### src/rtl/oam_dma_pkg.sv
package oam_dma_pkg;
  typedef struct packed {
    logic load;
    logic step;
  } dmaStrobe_t;

  localparam int ADDR_W = 16;
  localparam int BYTE_W = 8;
endpackage

### src/rtl/oam_dma_ctrl.sv
module oam_dma_ctrl
  import oam_dma_pkg::*;
#(
  parameter int LEN = 160,
  parameter int LEAD = 8,
  parameter int GAP = 4,
  parameter logic [7:0] HI_LIMIT = 8'hF1
) (
  input  logic       clk,
  input  logic       rst,
  input  logic       startReq,
  input  logic [7:0] startHigh,
  output dmaStrobe_t strb,
  output logic       busy
);
  localparam int CNT_W = $clog2(LEN + 1);
  localparam int MAXW  = (LEAD > GAP) ? LEAD : GAP;
  localparam int TMR_W = $clog2(MAXW);

  logic [CNT_W-1:0] count;
  logic [TMR_W-1:0] timer;
  logic startOk;

  assign startOk   = startReq && (startHigh <= HI_LIMIT);
  assign busy      = (count != '0);
  assign strb.load = startOk;
  assign strb.step = busy && (timer == '0) && !startOk;

  always_ff @(posedge clk) begin
    if (rst) begin
      count <= '0;
      timer <= '0;
    end else if (strb.load) begin
      count <= CNT_W'(LEN);
      timer <= TMR_W'(LEAD - 1);
    end else if (strb.step) begin
      count <= count - 1'b1;
      timer <= TMR_W'(GAP - 1);
    end else if (busy && timer != '0) begin
      timer <= timer - 1'b1;
    end
  end

  AST_BAD_START_IDLE: assert property (@(posedge clk) disable iff (rst)
    (startReq && startHigh > HI_LIMIT && !busy) |=> !busy);
  AST_LEAD_IN_QUIET: assert property (@(posedge clk) disable iff (rst)
    $past(strb.load) |-> !strb.step);
  AST_STEP_SPACING: assert property (@(posedge clk) disable iff (rst)
    $past(strb.step) |-> !strb.step);
  AST_START_BUSY: assert property (@(posedge clk) disable iff (rst)
    strb.load |=> busy);
endmodule

### src/rtl/oam_dma_path.sv
module oam_dma_path
  import oam_dma_pkg::*;
(
  input  logic              clk,
  input  logic              rst,
  input  dmaStrobe_t        strb,
  input  logic [7:0]        startHigh,
  input  logic [BYTE_W-1:0] srcData,
  output logic              srcRdEn,
  output logic [ADDR_W-1:0] srcAddr,
  output logic              oamWrEn,
  output logic [7:0]        oamAddr,
  output logic [BYTE_W-1:0] oamData
);
  logic [ADDR_W-1:0] source;
  logic [7:0]        dest;

  always_ff @(posedge clk) begin
    if (rst) begin
      source <= '0;
      dest   <= '0;
    end else if (strb.load) begin
      source <= {startHigh, 8'h00};
      dest   <= '0;
    end else if (strb.step) begin
      source <= source + 1'b1;
      dest   <= dest + 1'b1;
    end
  end

  assign srcRdEn = strb.step;
  assign srcAddr = source;
  assign oamWrEn = strb.step;
  assign oamAddr = dest;
  assign oamData = srcData;

  AST_LOAD_ORIGIN: assert property (@(posedge clk) disable iff (rst)
    $past(strb.load) |-> (oamAddr == 8'h00 && srcAddr[7:0] == 8'h00));
  AST_DEST_ADVANCE: assert property (@(posedge clk) disable iff (rst)
    ($past(strb.step) && !$past(rst)) |-> (oamAddr == $past(oamAddr) + 8'h01));
  AST_HOLD_IDLE: assert property (@(posedge clk) disable iff (rst)
    (!strb.load && !strb.step) |=> $stable(srcAddr));
endmodule

### src/rtl/oam_conflict_map.sv
module oam_conflict_map
  import oam_dma_pkg::*;
#(
  parameter logic [ADDR_W-1:0] OAM_LO = 16'hFE00,
  parameter logic [ADDR_W-1:0] OAM_HI = 16'hFEA0
) (
  input  logic              altMap,
  input  logic              busy,
  input  logic [2:0]        srcPage,
  input  logic [ADDR_W-1:0] cpuAddr,
  output logic              hit
);
  localparam logic [ADDR_W-1:0] VID_LO  = 16'h8000;
  localparam logic [ADDR_W-1:0] EXT_LO  = 16'hA000;
  localparam logic [ADDR_W-1:0] WORK_LO = 16'hC000;
  localparam logic [ADDR_W-1:0] TOP_HI  = 16'hFE00;

  logic [ADDR_W-1:0] winLo, winHi;
  logic inOam, inWin;

  always_comb begin
    if (srcPage == 3'd4) begin
      winLo = VID_LO;
      winHi = EXT_LO;
    end else if (!altMap) begin
      winLo = EXT_LO;
      winHi = TOP_HI;
    end else if (srcPage == 3'd6) begin
      winLo = WORK_LO;
      winHi = TOP_HI;
    end else begin
      winLo = EXT_LO;
      winHi = WORK_LO;
    end
  end

  assign inOam = (cpuAddr >= OAM_LO) && (cpuAddr < OAM_HI);
  assign inWin = (cpuAddr >= winLo) && (cpuAddr < winHi);
  assign hit   = busy && (inOam || inWin);
endmodule

### src/rtl/oam_copy_engine.sv
module oam_copy_engine
  import oam_dma_pkg::*;
#(
  parameter int LEN = 160,
  parameter int LEAD = 8,
  parameter int GAP = 4
) (
  input  logic        clk,
  input  logic        rst,
  input  logic        altMap,
  input  logic        startReq,
  input  logic [7:0]  startHigh,
  output logic        busy,
  output logic        srcRdEn,
  output logic [15:0] srcAddr,
  input  logic [7:0]  srcData,
  output logic        oamWrEn,
  output logic [7:0]  oamAddr,
  output logic [7:0]  oamData,
  input  logic [15:0] cpuAddr,
  input  logic [7:0]  cpuRdIn,
  output logic [7:0]  cpuRdOut,
  input  logic        cpuWrEn,
  output logic        cpuWrOut,
  output logic        cpuBlock
);
  dmaStrobe_t strb;

  oam_dma_ctrl #(.LEN(LEN), .LEAD(LEAD), .GAP(GAP)) ctrl_i (
    .clk(clk), .rst(rst), .startReq(startReq), .startHigh(startHigh),
    .strb(strb), .busy(busy)
  );

  oam_dma_path path_i (
    .clk(clk), .rst(rst), .strb(strb), .startHigh(startHigh),
    .srcData(srcData), .srcRdEn(srcRdEn), .srcAddr(srcAddr),
    .oamWrEn(oamWrEn), .oamAddr(oamAddr), .oamData(oamData)
  );

  oam_conflict_map map_i (
    .altMap(altMap), .busy(busy), .srcPage(srcAddr[15:13]),
    .cpuAddr(cpuAddr), .hit(cpuBlock)
  );

  assign cpuRdOut = cpuBlock ? 8'hFF : cpuRdIn;
  assign cpuWrOut = cpuWrEn && !cpuBlock;

  AST_OAM_GUARD: assert property (@(posedge clk) disable iff (rst)
    (busy && cpuAddr >= 16'hFE00 && cpuAddr <= 16'hFE9F) |-> cpuBlock);
  AST_IDLE_OPEN: assert property (@(posedge clk) disable iff (rst)
    !busy |-> !cpuBlock);
  AST_BLOCK_EFFECT: assert property (@(posedge clk) disable iff (rst)
    cpuBlock |-> (!cpuWrOut && cpuRdOut == 8'hFF));
  AST_NO_WRITE_IN_RESET: assert property (@(posedge clk)
    $past(rst) |-> !busy);
endmodule

### config.mk
export PLATFORM = sky130hd
export DESIGN_NAME = oam_copy_engine
export DESIGN_NICKNAME = d
export VERILOG_FILES = /design/src/rtl/oam_dma_pkg.sv /design/src/rtl/oam_dma_ctrl.sv /design/src/rtl/oam_dma_path.sv /design/src/rtl/oam_conflict_map.sv /design/src/rtl/oam_copy_engine.sv
export SDC_FILE = /design/constraint.sdc
export NUM_CORES = 1
export LEC_CHECK = 0
export CAP_MARGIN = 20
export CORE_MARGIN = 4
export CORE_UTILIZATION = 57
export DETAILED_ROUTE_END_ITERATION = 12
export DONT_BUFFER_PORTS = 1
export PLACE_DENSITY = 0.75
export SLEW_MARGIN = 40
export SYNTH_ARGS = -nofsm -noshare
export SYNTH_HDL_FRONTEND = slang
export SYNTH_SLANG_ARGS = --single-unit
export TNS_END_PERCENT = 5
### constraint.sdc
create_clock -name clk -period 2.35 [get_ports clk]
set_input_delay 0.5875 -clock clk [delete_from_list [all_inputs] [get_ports clk]]
set_output_delay 0.5875 -clock clk [all_outputs]
set_load 0.03 [all_outputs]
* After elaboration in Yosys (flattened, before gate mapping)
Index checks and enable logic that the tools add are counted.
W data, S select, Z words.
** Operators by class
- Order comparisons :: 5
- Reduce and logical (&&, ||, !) cells :: 17
- Eq/ne operators :: 2
- Bitwise logic cells :: 0
- Multipliers :: 0
- Shifts and indexed selects :: 0
- Add/subtract/negate cells :: 4
- Divide/modulo/power cells :: 0
- Mux-type cells :: 14
** Operators by type and width (number)
- $mux W16 :: 6
- $mux W8 :: 3
- $add A16 B1 Y16 const B :: 1
- $ge A16 B16 Y1 :: 1
- $ge A16 B16 Y1 const B :: 1
- $lt A16 B16 Y1 :: 1
- $lt A16 B16 Y1 const B :: 1
- $mux W15 :: 1
- $mux W14 :: 1
- $mux W3 :: 3
- $add A8 B1 Y8 const B :: 1
- $le A8 B8 Y1 const B :: 1
- $logic_and A1 B1 Y1 :: 8
- $reduce_bool A8 Y1 :: 1
- $sub A8 B1 Y8 const B :: 1
- $eq A3 B3 Y1 const B :: 2
- $reduce_bool A3 Y1 :: 2
- $logic_not A3 Y1 :: 1
- $sub A3 B1 Y3 const B :: 1
- $logic_not A1 Y1 :: 2
- $reduce_bool A2 Y1 :: 1
- $reduce_or A2 Y1 :: 1
- $logic_or A1 B1 Y1 :: 1
** Word-level totals
- Bits in read-only memories :: 0
- Register bits after elaboration :: 35
- Word-level logic and storage cells :: 48
- Output and inout bits :: 45
- Memory bits (writable) :: 0
- Memories kept :: 0
- Bits in latches :: 0

* Logic depth before layout (Yosys ltp)
Gate-level depths: netlist of the first run.
- Word-level depth :: 10
- Gate-level depth with buffers :: 9

* Hierarchy
From an unflattened synthesis of the first run, not the netlist that was laid out.
** Second synthesis, totals
- Cells, all modules :: 265
- Area, all modules :: 2240.9 µm²
** By module, submodules not included
- oam_dma_path :: area an instance 1236.2 µm², cells an instance 142, instances 1, sequential area each 480.5 µm²
- oam_dma_ctrl :: area an instance 658.1 µm², cells an instance 78, instances 1, sequential area each 220.2 µm²
- oam_conflict_map :: area an instance 290.3 µm², cells an instance 36, instances 1, sequential area each 0.0 µm²
- oam_copy_engine :: area an instance 56.3 µm², cells an instance 9, instances 1, sequential area each 0.0 µm²

* Worst setup path before layout of the first run
OpenSTA, ideal clock, no wires.
- Path type :: reg2out
- Start :: register path_i.source[15] (netlist: path_i.srcAddr[15])
- End :: output cpuWrOut
- Data required time :: 1762 ps
- Stages on the path, launching flop included :: 9
- Arrival time :: 2171 ps
- Path slack :: -409 ps
- Cells stage by stage :: dfxtp_1 > nor3b_1 > a21o_1 > ha_1 > a21oi_1 > nor2b_1 > a311oi_1 > o211ai_2 > and3_1
** Between the ends
- Word-level cells in the longest chain between the ends :: 10
- Elaborated cells between the ends (all ways) :: 15
- Those cells by class :: order compare: 2; eq/ne: 2; mux: 6; reduce/logical: 5
** Ends and longest elaborated chain
- from (decl) :: line oam_dma_path.sv:15 : logic [ADDR_W-1:0] source;
- from (signal assigned) :: line oam_dma_path.sv:23 : source <= {startHigh, 8'h00};
- from (signal assigned) :: line oam_dma_path.sv:26 : source <= source + 1'b1;
- $eq A3 B3 Y1 :: line oam_conflict_map.sv:28 : end else if (srcPage == 3'd6) begin
- $mux W15 / $mux W14 (equally long branches) :: line oam_conflict_map.sv:28
- $mux W16 :: line oam_conflict_map.sv:25 : end else if (!altMap) begin
- $mux W16 :: line oam_conflict_map.sv:22 : if (srcPage == 3'd4) begin
- $ge A16 B16 Y1 / $lt A16 B16 Y1 (equally long branches) :: line oam_conflict_map.sv:38 : assign inWin = (cpuAddr >= winLo) && (cpuAddr < winHi);
- $logic_and A1 B1 Y1 * :: line oam_conflict_map.sv:38
- $logic_or A1 B1 Y1 * :: line oam_conflict_map.sv:39 : assign hit = busy && (inOam || inWin);
- $logic_and A1 B1 Y1 * :: line oam_conflict_map.sv:39
- $logic_not A1 Y1 * :: line oam_copy_engine.sv:46 : assign cpuWrOut = cpuWrEn && !cpuBlock;
- $logic_and A1 B1 Y1 * :: line oam_copy_engine.sv:46
- to (decl) :: line oam_copy_engine.sv:24 : output logic cpuWrOut,
Every way passes the cells marked *; elsewhere a longest branch is shown, timed or not.

* Final worst setup path of the first run
- Start :: register path_i.source[13] (netlist: path_i.srcAddr[13])
- End :: output cpuRdOut[2]
** Between the ends
- Word-level cells in the longest chain between the ends :: 9
- Elaborated cells between the ends (all ways) :: 14
- Those cells by class :: order compare: 2; eq/ne: 2; mux: 7; reduce/logical: 3
** Ends and longest elaborated chain
- $eq A3 B3 Y1 :: line oam_conflict_map.sv:28
- $mux W15 / $mux W14 (equally long branches) :: line oam_conflict_map.sv:28
- $mux W16 :: line oam_conflict_map.sv:25
- $mux W16 :: line oam_conflict_map.sv:22
- $ge A16 B16 Y1 / $lt A16 B16 Y1 (equally long branches) :: line oam_conflict_map.sv:38
- $logic_and A1 B1 Y1 * :: line oam_conflict_map.sv:38
- $logic_or A1 B1 Y1 * :: line oam_conflict_map.sv:39
- $logic_and A1 B1 Y1 * :: line oam_conflict_map.sv:39
- $mux W8 * :: line oam_copy_engine.sv:45 : assign cpuRdOut = cpuBlock ? 8'hFF : cpuRdIn;
- to (decl) :: line oam_copy_engine.sv:22 : output logic [7:0] cpuRdOut,
Marked as above.

==> results of run 1 <==
-- final timing paths --
| check | endpoint | slack [ns] |
|---|---|---|
| setup / recovery | cpuRdOut[2] | -0.56 |
| hold / removal | ctrl_i.timer[2]$_SDFFE_PP0P_ | 0.35 |
| setup reg to reg | ctrl_i.count[7]$_SDFFE_PP0P_ | 0.43 |
| hold reg to reg | ctrl_i.timer[2]$_SDFFE_PP0P_ | 0.56 |
-- sequential cells by signal, indices dropped and copies added, names as in the netlist --
signal          cells
path_i.srcAddr     16
ctrl_i.timer        3
path_i.oamAddr      8
ctrl_i.count        8
-- critical path, stage by stage (launching register included) --
cell,delay [ns]
dfxtp_2,0.34
nand2b_4,0.15
a21o_4,0.24
ha_4,0.25
a21oi_2,0.11
nor2b_1,0.06
a311oi_2,0.35
o211ai_1,0.25
nand2_1,0.14
buf_6,0.13
-- logic make-up after synthesis --
family | count (synthesis) | synth area share
buffers and inverters | 30 | 0.0694
flip-flops | 35 | 0.324
AO/OA/AOI/OAI | 37 | 0.125
adder cells (fa/ha/maj) | 12 | 0.0694
AND/OR/NAND/NOR | 122 | 0.295
XOR/XNOR | 29 | 0.117
-- through the flow --
stage | hold slack (ns) | setup slack [ns]
floorplan | 0.484 | -0.197
global route | 0.347 | -0.659
detailed placement | 0.542 | -0.346
CTS | 0.352 | -0.528
global placement | 0.543 | -0.274
finish | 0.355 | -0.555
-- layer usage --
metal	wire length [um]	share of wire
met1	1970	0.37
met2	2720	0.51
met3	478	0.090
met4	123	0.023
met5	0	0
-- final cells by class --
| type | instances | share of cell area |
|---|---|---|
| multi-input cells | 201 | 0.533 |
| repair buffers | 39 | 0.117 |
| flip-flops and latches | 35 | 0.269 |
| clock buffers | 8 | 0.0381 |
| inverters | 14 | 0.0200 |
| well taps | 48 | 0.0229 |
-- power by group through the flow --
stage / Clock (uW) / Sequential [uW] / Combinational [uW]
after floorplan: 0 / 691 / 328
after global placement: 0 / 673 / 435
after detailed placement: 0 / 675 / 450
after CTS: 491 / 662 / 472
after global routing: 517 / 669 / 535
final: 483 / 664 / 489
-- placed cells by master (no fill, tap or decap), drive strengths merged, types with 2 or more instances in the layout --
cell,n
and2,3
nor2,38
and3,3
nor2b,3
a221oi,4
ha,12
nand3,18
a211oi,7
xor2,17
dfxtp,35
nor4,6
nand2,21
nand2b,2
buf,39
nor3b,2
a21o,2
a21oi,10
nand4,12
nor4b,2
xnor2,12
clkbuf,8
inv,14
o21ai,10
nand4b,3
nor3,7
o211ai,2
-- repair_timing --
item | 4_1_cts | 5_1_grt
hold endpoints to repair | 0 | 0
buffers inserted | 1 | 0
resized for setup | 5 | 12
pin swaps | 7 | 8
setup endpoints to repair | 11 | 13
cloned | 1 | 0
==> impl_metrics.tcl, run 1 <==
set metrics [dict create \
    drt_wl_total_um 5290 \
    maxSlewViolCount 0 \
    first_global_vias 1917 \
    synth.yosys.seq_area_share 0.324 \
    synth.avg_cell_area_um2 8.16 \
    use_met1 0.248 \
    power_density_nw_per_um2 623 \
    post-dp-hpwl_um 4060 \
    max_slew_margin 0.652 \
    synth_seq_cells 35 \
    die-area_um2 4840 \
    finalNonFillerCells 345 \
    maxCapViolCount 0 \
    ant_nets 0 \
    synth_edf_count 0 \
    via_per_inst 5.89 \
    fillers 281 \
    violations "negative setup slack" \
    worst_slew_pin_slew_ns 0.518 \
    ios 90 \
    drt_pass1_iterations 4 \
    track_usage 0.223 \
    clk_path_buf_depth 2 \
    timing.fmax_mhz 344 \
    min_delay_path_depth 1 \
    fin_crit_ns 2.91 \
    synth_cell_types 39 \
    use_met3 0.0667 \
    power.internal_uw 1100 \
    finish.utilization 0.717 \
    drt_iter0_drc 93 \
    vias 2033 \
    switching_share 0.327 \
    start_kind "flip-flop" \
    start_util 0.591 \
    setup.worst_path.start "path_i.srcAddr[13]$_SDFFE_PP0P_" \
    cp_max_fo 5 \
    grt_antenna_before_repair 0 \
    ir_worst_vdd_v 0.000413 \
    netlist_top_cells_count "38 x nor2_1, 35 x dfxtp_1, 21 x nand2_1" \
    synth_top_area_frac 0.324 \
    die_y_um 69.6 \
    numPortBuffers 0 \
    diodes 0 \
    syn_nets 322 \
    min_from "rst" \
    power_uw 1640 \
    clk_latency_ns 0.29 \
    cts_buffers 5 \
    combPwrFrac 0.299 \
    grt_max_degree 20 \
    ys.warnings.count 0 \
    worstReg2RegStart "ctrl_i.timer[0]$_SDFFE_PP0P_" \
    r2r_cells 9 \
    yosys-top-cells-area "dfxtp_1 32%, ha_1 6.9%, xor2_1 6.9%, nor2_1 6.6%, xnor2_1 4.9%" \
    remaining_drc_errors 0 \
    p_leak_uw 0.00101 \
    overflow 0 \
    place_inst 335 \
    layout_worst_path_cycle_share 1.24 \
    outcome "finished, violations left" \
    path_class "reg -> out" \
    place_area_um2 2420 \
    multiInputGateArea_um2 1400 \
    yosysMostFrequentCell "nor2_1" \
    synth-async-reset-ratio 0 \
    finClkSkew_ns 0.00285 \
    cts_root_buf "clkbuf_8" \
    fin_ws_ns -0.555 \
    end_kind "primary output" \
    post_route_cells_drive_above_1_share 0.229 \
    synth_flop_cell "dfxtp_1" \
    routedWlPerCell_um 15.3 \
    syn2layout_area_growth_pct 21.5 \
    coreArea_um2 3660 \
    syn_area_um2 2160 \
    met2_usage 0.397 \
    rows 22 \
    cts_tree "done" \
    rsz0062_at_grt "true" \
    power_switching_uw 535 \
    p_clk_frac 0.295 \
    setup_violations 10 \
    regArea_um2 707 \
    clk_pin_slew_worst_paths_ns 0.07 \
    yosys.area.top_type "dfxtp_1" \
    gp_congestion 0.804 \
    min_path_type "in -> reg" \
    hold_viol 0 \
    worstPathRequired_ns 1.76 \
    die_x_um 69.6 \
    grt_busiest_layer "met2" \
    holdBufCountCts 0 \
    setup-tns-final_ns -5.14 \
    netlist_instances 265 \
    grt_pass1_wl_um 8890 \
    clkSinkCount 35 \
    p_seq_frac 0.406 \
    nets 353 \
    htreeDepth 2 \
    cp_data_arrival_time_ns 2.32 \
    design_area_um2 2630 \
]
Power figures use the tool's default switching activity.
==> run 2, diff against run 1 <==
ABC_AREA = 1   (was unset)
==> run 2 against run 1 <==
  * Total power increased by 1.8%
  * The flow still finishes with violations (negative setup slack)
  * Flip-flop and latch count unchanged
  * Synthesized cell count increased by 43%
  * Clock skew decreased by 0.00091 ns
  * Critical path depth increased by 4
  * Setup slack improved by 0.21 ns
  * Count of clock-buffer cells in the layout decreased by 2
  * Critical endpoint is now cpuRdOut[6]
  * Core utilization decreased by 2.2 points
==> impl_metrics.tcl, run 2 <==
set metrics [dict create \
    yosysMostFrequentCell "nand2_1" \
    drt_wl_total_um 5570 \
    remaining_drc_errors 0 \
    cp_num_buf_inv 2 \
    netlist_top_cells_count "93 x nand2_1, 53 x nor2_1, 52 x inv_1" \
    grt_max_degree 17 \
    min_path_type "in -> reg" \
    min_from "rst" \
    path_cells "inv_1 -> nor2_4 -> nand2_2 -> inv_1 -> nor2_1 -> ha_1 -> a21oi_2 -> nor2_1 -> a21oi_1 -> nand3_1 -> nand2_4 -> nand2_8 -> nand2_8" \
    layout_worst_path_cycle_share 1.15 \
    syn_nets 435 \
    post_route_cells_drive_above_1_share 0.162 \
    slowest_delay_ns 0.34 \
    synth_seq_cells 35 \
    cts_buffers 5 \
    worstPathRequired_ns 1.76 \
    synth-async-reset-ratio 0 \
    grt_antenna_before_repair 0 \
    place_area_um2 2630 \
    clk_pin_slew_worst_paths_ns 0.07 \
    htreeDepth 2 \
    drt_pass1_iterations 5 \
    nets 445 \
    path_class "reg -> out" \
    largest_reg_flops 16 \
    netlist_instances 378 \
    synth.avg_cell_area_um2 6.46 \
    cts_root_buf "clkbuf_8" \
    outcome "finished, violations left" \
    track_usage 0.221 \
    maxSlewViolCount 0 \
    die_x_um 73.5 \
    vias 2328 \
    regArea_um2 707 \
    cp_max_fo 5 \
    diodes 0 \
    maxCapViolCount 0 \
    first_global_vias 2274 \
    finClkSkew_ns 0.00194 \
    die_y_um 73.5 \
    mostFrequentLayoutCells "81 x nand2_1, 52 x nor2_1, 51 x inv_1" \
    violations "negative setup slack" \
    cts_setup_buffers 0 \
    fin_crit_ns 2.70 \
    p_leak_uw 0.00122 \
    worstReg2RegStart "path_i.srcAddr[0]$_SDFFE_PP0P_" \
    setup_violations 12 \
    ant_nets 0 \
    gp_congestion 0.871 \
    synth_edf_count 0 \
    max_slew_margin 0.653 \
    design_area_um2 2840 \
    timing.fmax_mhz 371 \
    crit_path_top_delay_cell "dfxtp_4" \
    clkSinkCount 35 \
    power_density_nw_per_um2 586 \
    cp_top_family "simple AND/OR/NAND/NOR gates" \
    coreArea_um2 4090 \
    fillers 354 \
    clk_latency_ns 0.28 \
    via_per_inst 5.30 \
    start_kind "flip-flop" \
    synth_flop_cell "dfxtp_1" \
    hold_viol 0 \
    rows 23 \
    ios 90 \
    layout_commonest_cell "nand2_1" \
    cts_tree "done" \
    multiInputGateArea_um2 1620 \
    drt_iter0_drc 124 \
    syn_area_um2 2440 \
    routedWlPerCell_um 12.7 \
    overflow 0 \
    yosys-top-cells-area "dfxtp_1 29%, nand2_1 14%, nor2_1 8.1%, inv_1 8.0%, ha_1 6.1%" \
    clk_path_buf_depth 2 \
    end_kind "primary output" \
    start_util 0.598 \
    fin_ws_ns -0.345 \
    fin_hold_ws_ns 0.365 \
    die-area_um2 5400 \
    rsz0062_at_grt "true" \
    holdBufCountCts 0 \
    ir_worst_vdd_v 0.000384 \
    worst_slew_pin_slew_ns 0.520 \
    cp_data_arrival_time_ns 2.11 \
    numPortBuffers 0 \
    synth.yosys.seq_area_share 0.287 \
    synth_top_area_frac 0.287 \
    grt_pass1_wl_um 9670 \
    post-dp-hpwl_um 4190 \
    place_ws_ns -0.158 \
    setup.worst_path.start "path_i.srcAddr[15]$_SDFFE_PP0P_" \
    syn2layout_area_growth_pct 16.4 \
    yosys.area.top_type "dfxtp_1" \
    ys.warnings.count 0 \
    synth_cell_types 30 \
]
==> run 2: per-stage QoR <==
stage | util | power, uW | TNS, ns | instances
floorplan | - | 1120 | -0.496 | 378
global placement | 0.643 | 1170 | -1.09 | 430
detailed placement | 0.643 | 1180 | -1.44 | 430
CTS | 0.690 | 1670 | -3.83 | 439
global route | 0.696 | 1780 | -5.56 | 439
finish | 0.696 | 1660 | -3.41 | 439
==> run 2: path summary, 6_finish.rpt <==
check,slack (ns),cells past startpoint,end
worst max-delay path,-0.35,13,cpuRdOut[6]
worst min register to register,0.47,2,ctrl_i.count[0]$_SDFFE_PP0P_
worst max register to register,0.41,9,path_i.srcAddr[12]$_SDFFE_PP0P_
worst min-delay path,0.36,1,path_i.srcAddr[14]$_SDFFE_PP0P_
==> run 2: power breakdown <==
group	leakage [uW]	switching, uW	internal (uW)
clock network	0.0000455	227	208
logic	0.000886	372	185
registers	0.000287	45.9	626
==> run 2: timing repair <==
item                                   CTS  global route
gates resized for setup                 14             7
cloned                                   1             0
setup endpoints to repair               12            12
endpoints found under the hold margin    0             0
pin swaps                                4             4
==> run 2: metal layers <==
metal  track usage  routed length (um)  vias to the layer above
li1              -                   -                     1198
met1         0.259                2340                     1064
met2         0.401                2820                       61
met3        0.0575                 364                        5
met4        0.0503                  43                        0
met5             0                   0                        -
==> run 2: worst reg2reg max path: stages, from the launching register on <==
cell and delay [ns]:
dfxtp_1 0.58, ha_1 0.27, nand2_1 0.09, nor2_1 0.23
nand4_1 0.22, o21ai_0 0.20, nand2_1 0.07, nor2_1 0.08
nor2_1 0.05, nor2_1 0.08
==> run 2: layout make-up <==
class,instances,share of cell area
Multi-Input combinational cell,273,0.570
Clock buffer,6,0.0255
Inverter,55,0.0761
Sequential cell,35,0.249
Timing Repair Buffer,18,0.0533
Clock inverter,2,0.00396
Tap cell,50,0.0220
==> run 2: cells by family (layout without fill, tap and decap cells) <==
| logic type | after synthesis | count (layout) | synth area share |
|---|---|---|---|
| xor gates and xnor gates | 14 | 14 | 0.0502 |
| and+or+nand+nor | 197 | 198 | 0.366 |
| adders and majority gates | 12 | 12 | 0.0615 |
| DFF | 35 | 35 | 0.287 |
| AOI/OAI and AO/OA | 49 | 49 | 0.101 |
| buffers and inverters | 71 | 81 | 0.134 |
==> run 3, diff against run 2 <==
MAX_ROUTING_LAYER = met4   (was unset)
==> run 3 against run 2 <==
  * The run still ends with negative setup slack left
  * Routed wire length down 0.18%
  * Count of clock-buffer cells in the layout unchanged
  * Sequential share of layout area is the same
  * Final area unchanged
  * Combinational power hardly changed
==> impl_metrics.tcl, run 3 (synthesis gave the netlist of run 2 again) <==
set metrics [dict create \
    clk_pin_slew_worst_paths_ns 0.07 \
    drt_wl_total_um 5560 \
    ir_worst_vdd_v 0.000386 \
    violations "negative setup slack" \
    rows 23 \
    grt_pass1_wl_um 9670 \
    worst_slew_pin_slew_ns 0.510 \
    path_class "reg -> out" \
    track_usage 0.228 \
    cts_buffers 5 \
    max_slew_margin 0.659 \
    nets 445 \
    hold_viol 0 \
    finish.utilization 0.696 \
    regArea_um2 707 \
    holdBufCountCts 0 \
    rsz0062_at_grt "true" \
    drt_pass1_iterations 4 \
    finClkSkew_ns 0.00240 \
    grt_max_degree 17 \
    fin_ws_ns -0.356 \
    power_density_nw_per_um2 586 \
    syn2layout_area_growth_pct 16.4 \
    outcome "finished, violations left" \
    cts_root_buf "clkbuf_8" \
    setup_violations 12 \
    grt_busiest_layer "met2" \
    worstPathRequired_ns 1.76 \
    place_inst 430 \
    use_met1 0.259 \
    layout_worst_path_cycle_share 1.15 \
    htreeDepth 2 \
    first_global_vias 2274 \
    cts_tree "done" \
    clk_latency_ns 0.28 \
    clkSinkCount 35 \
    start_util 0.598 \
    cp_max_fo 5 \
    finalNonFillerCells 439 \
    drt_iter0_drc 147 \
    clk_path_buf_depth 2 \
    mostFrequentLayoutCells "81 x nand2_1, 52 x nor2_1, 51 x inv_1" \
    routedWlPerCell_um 12.7 \
    ant_nets 0 \
    fillers 354 \
    grt_antenna_before_repair 0 \
    vias 2337 \
    largest_reg_flops 16 \
    maxCapViolCount 0 \
    via_per_inst 5.32 \
    start_kind "flip-flop" \
    fin_crit_ns 2.71 \
    overflow 0 \
    maxSlewViolCount 0 \
    die_x_um 73.5 \
    coreArea_um2 4090 \
    post-dp-hpwl_um 4190 \
    diodes 0 \
    met2_usage 0.401 \
    gp_congestion 0.885 \
    remaining_drc_errors 0 \
    use_met3 0.0575 \
    multiInputGateArea_um2 1620 \
    timing.fmax_mhz 370 \
    p_leak_uw 0.00122 \
    end_kind "primary output" \
    die-area_um2 5400 \
    min_path_type "in -> reg" \
    numPortBuffers 0 \
    ios 90 \
    post_route_cells_drive_above_1_share 0.162 \
    layout_commonest_cell "nand2_1" \
    cp_data_arrival_time_ns 2.12 \
    die_y_um 73.5 \
]
==> run 3: cell counts in the layout (fill, tap and decap cells not counted) <==
Identical to the previous run, type by type.
==> run 3: final cells by class <==
class / count / area share
repair buffers: 18 / 0.0533
flip-flops and latches: 35 / 0.249
clock inverters: 2 / 0.00396
multi-input cells: 273 / 0.570
well taps: 50 / 0.0220
inverters: 55 / 0.0761
clock buffers: 6 / 0.0255
==> run 3: final timing paths <==
path                                                       from                               to  slack, ns  depth (start not counted)
worst max-delay path            path_i.srcAddr[15]$_SDFFE_PP0P_                      cpuRdOut[6]      -0.36                         13
worst min-delay path                                        rst  path_i.srcAddr[14]$_SDFFE_PP0P_       0.36                          1
worst max register to register   path_i.srcAddr[0]$_SDFFE_PP0P_  path_i.srcAddr[12]$_SDFFE_PP0P_       0.42                          9
worst min register to register     ctrl_i.count[0]$_SDFFE_PP0P_     ctrl_i.count[0]$_SDFFE_PP0P_       0.47                          2
==> run 3: timing repair <==
item | in CTS | in global routing
resized for setup | 14 | 7
buffers inserted | 0 | 0
endpoints found under the setup margin | 12 | 12
gates cloned | 1 | 0
pin swaps | 4 | 3
==> run 3: layer usage <==
metal,wire length (um),vias up
li1,-,1200
met1,2330,1058
met2,2790,72
met3,386,7
met4,57,0
met5,0,-
==> run 3: metrics by stage <==
step	hold WS (ns)	instance area (um2)	TNS [ns]	worst slack, ns	total power [uW]
floorplan	0.441	2530	-0.496	-0.0650	1120
global placement	0.453	2630	-1.09	-0.124	1170
detailed placement	0.468	2630	-1.44	-0.158	1180
CTS	0.355	2820	-3.83	-0.385	1670
global route	0.346	2840	-5.42	-0.523	1780
finish	0.364	2840	-3.49	-0.356	1670
==> run 3: critical path, stage by stage, from the launching register on <==
cell and delay [ns]:
dfxtp_4 0.34, inv_1 0.06, nor2_4 0.10, nand2_2 0.07, inv_1 0.08, nor2_1 0.04, ha_1 0.30, a21oi_2 0.13
nor2_1 0.06, a21oi_1 0.11, nand3_1 0.13, nand2_4 0.16, nand2_8 0.13, nand2_8 0.11
==> run 3: report_power, final <==
group	switching [uW]	internal [uW]
Combinational	372	185
Clock	228	208
Sequential	45.8	626
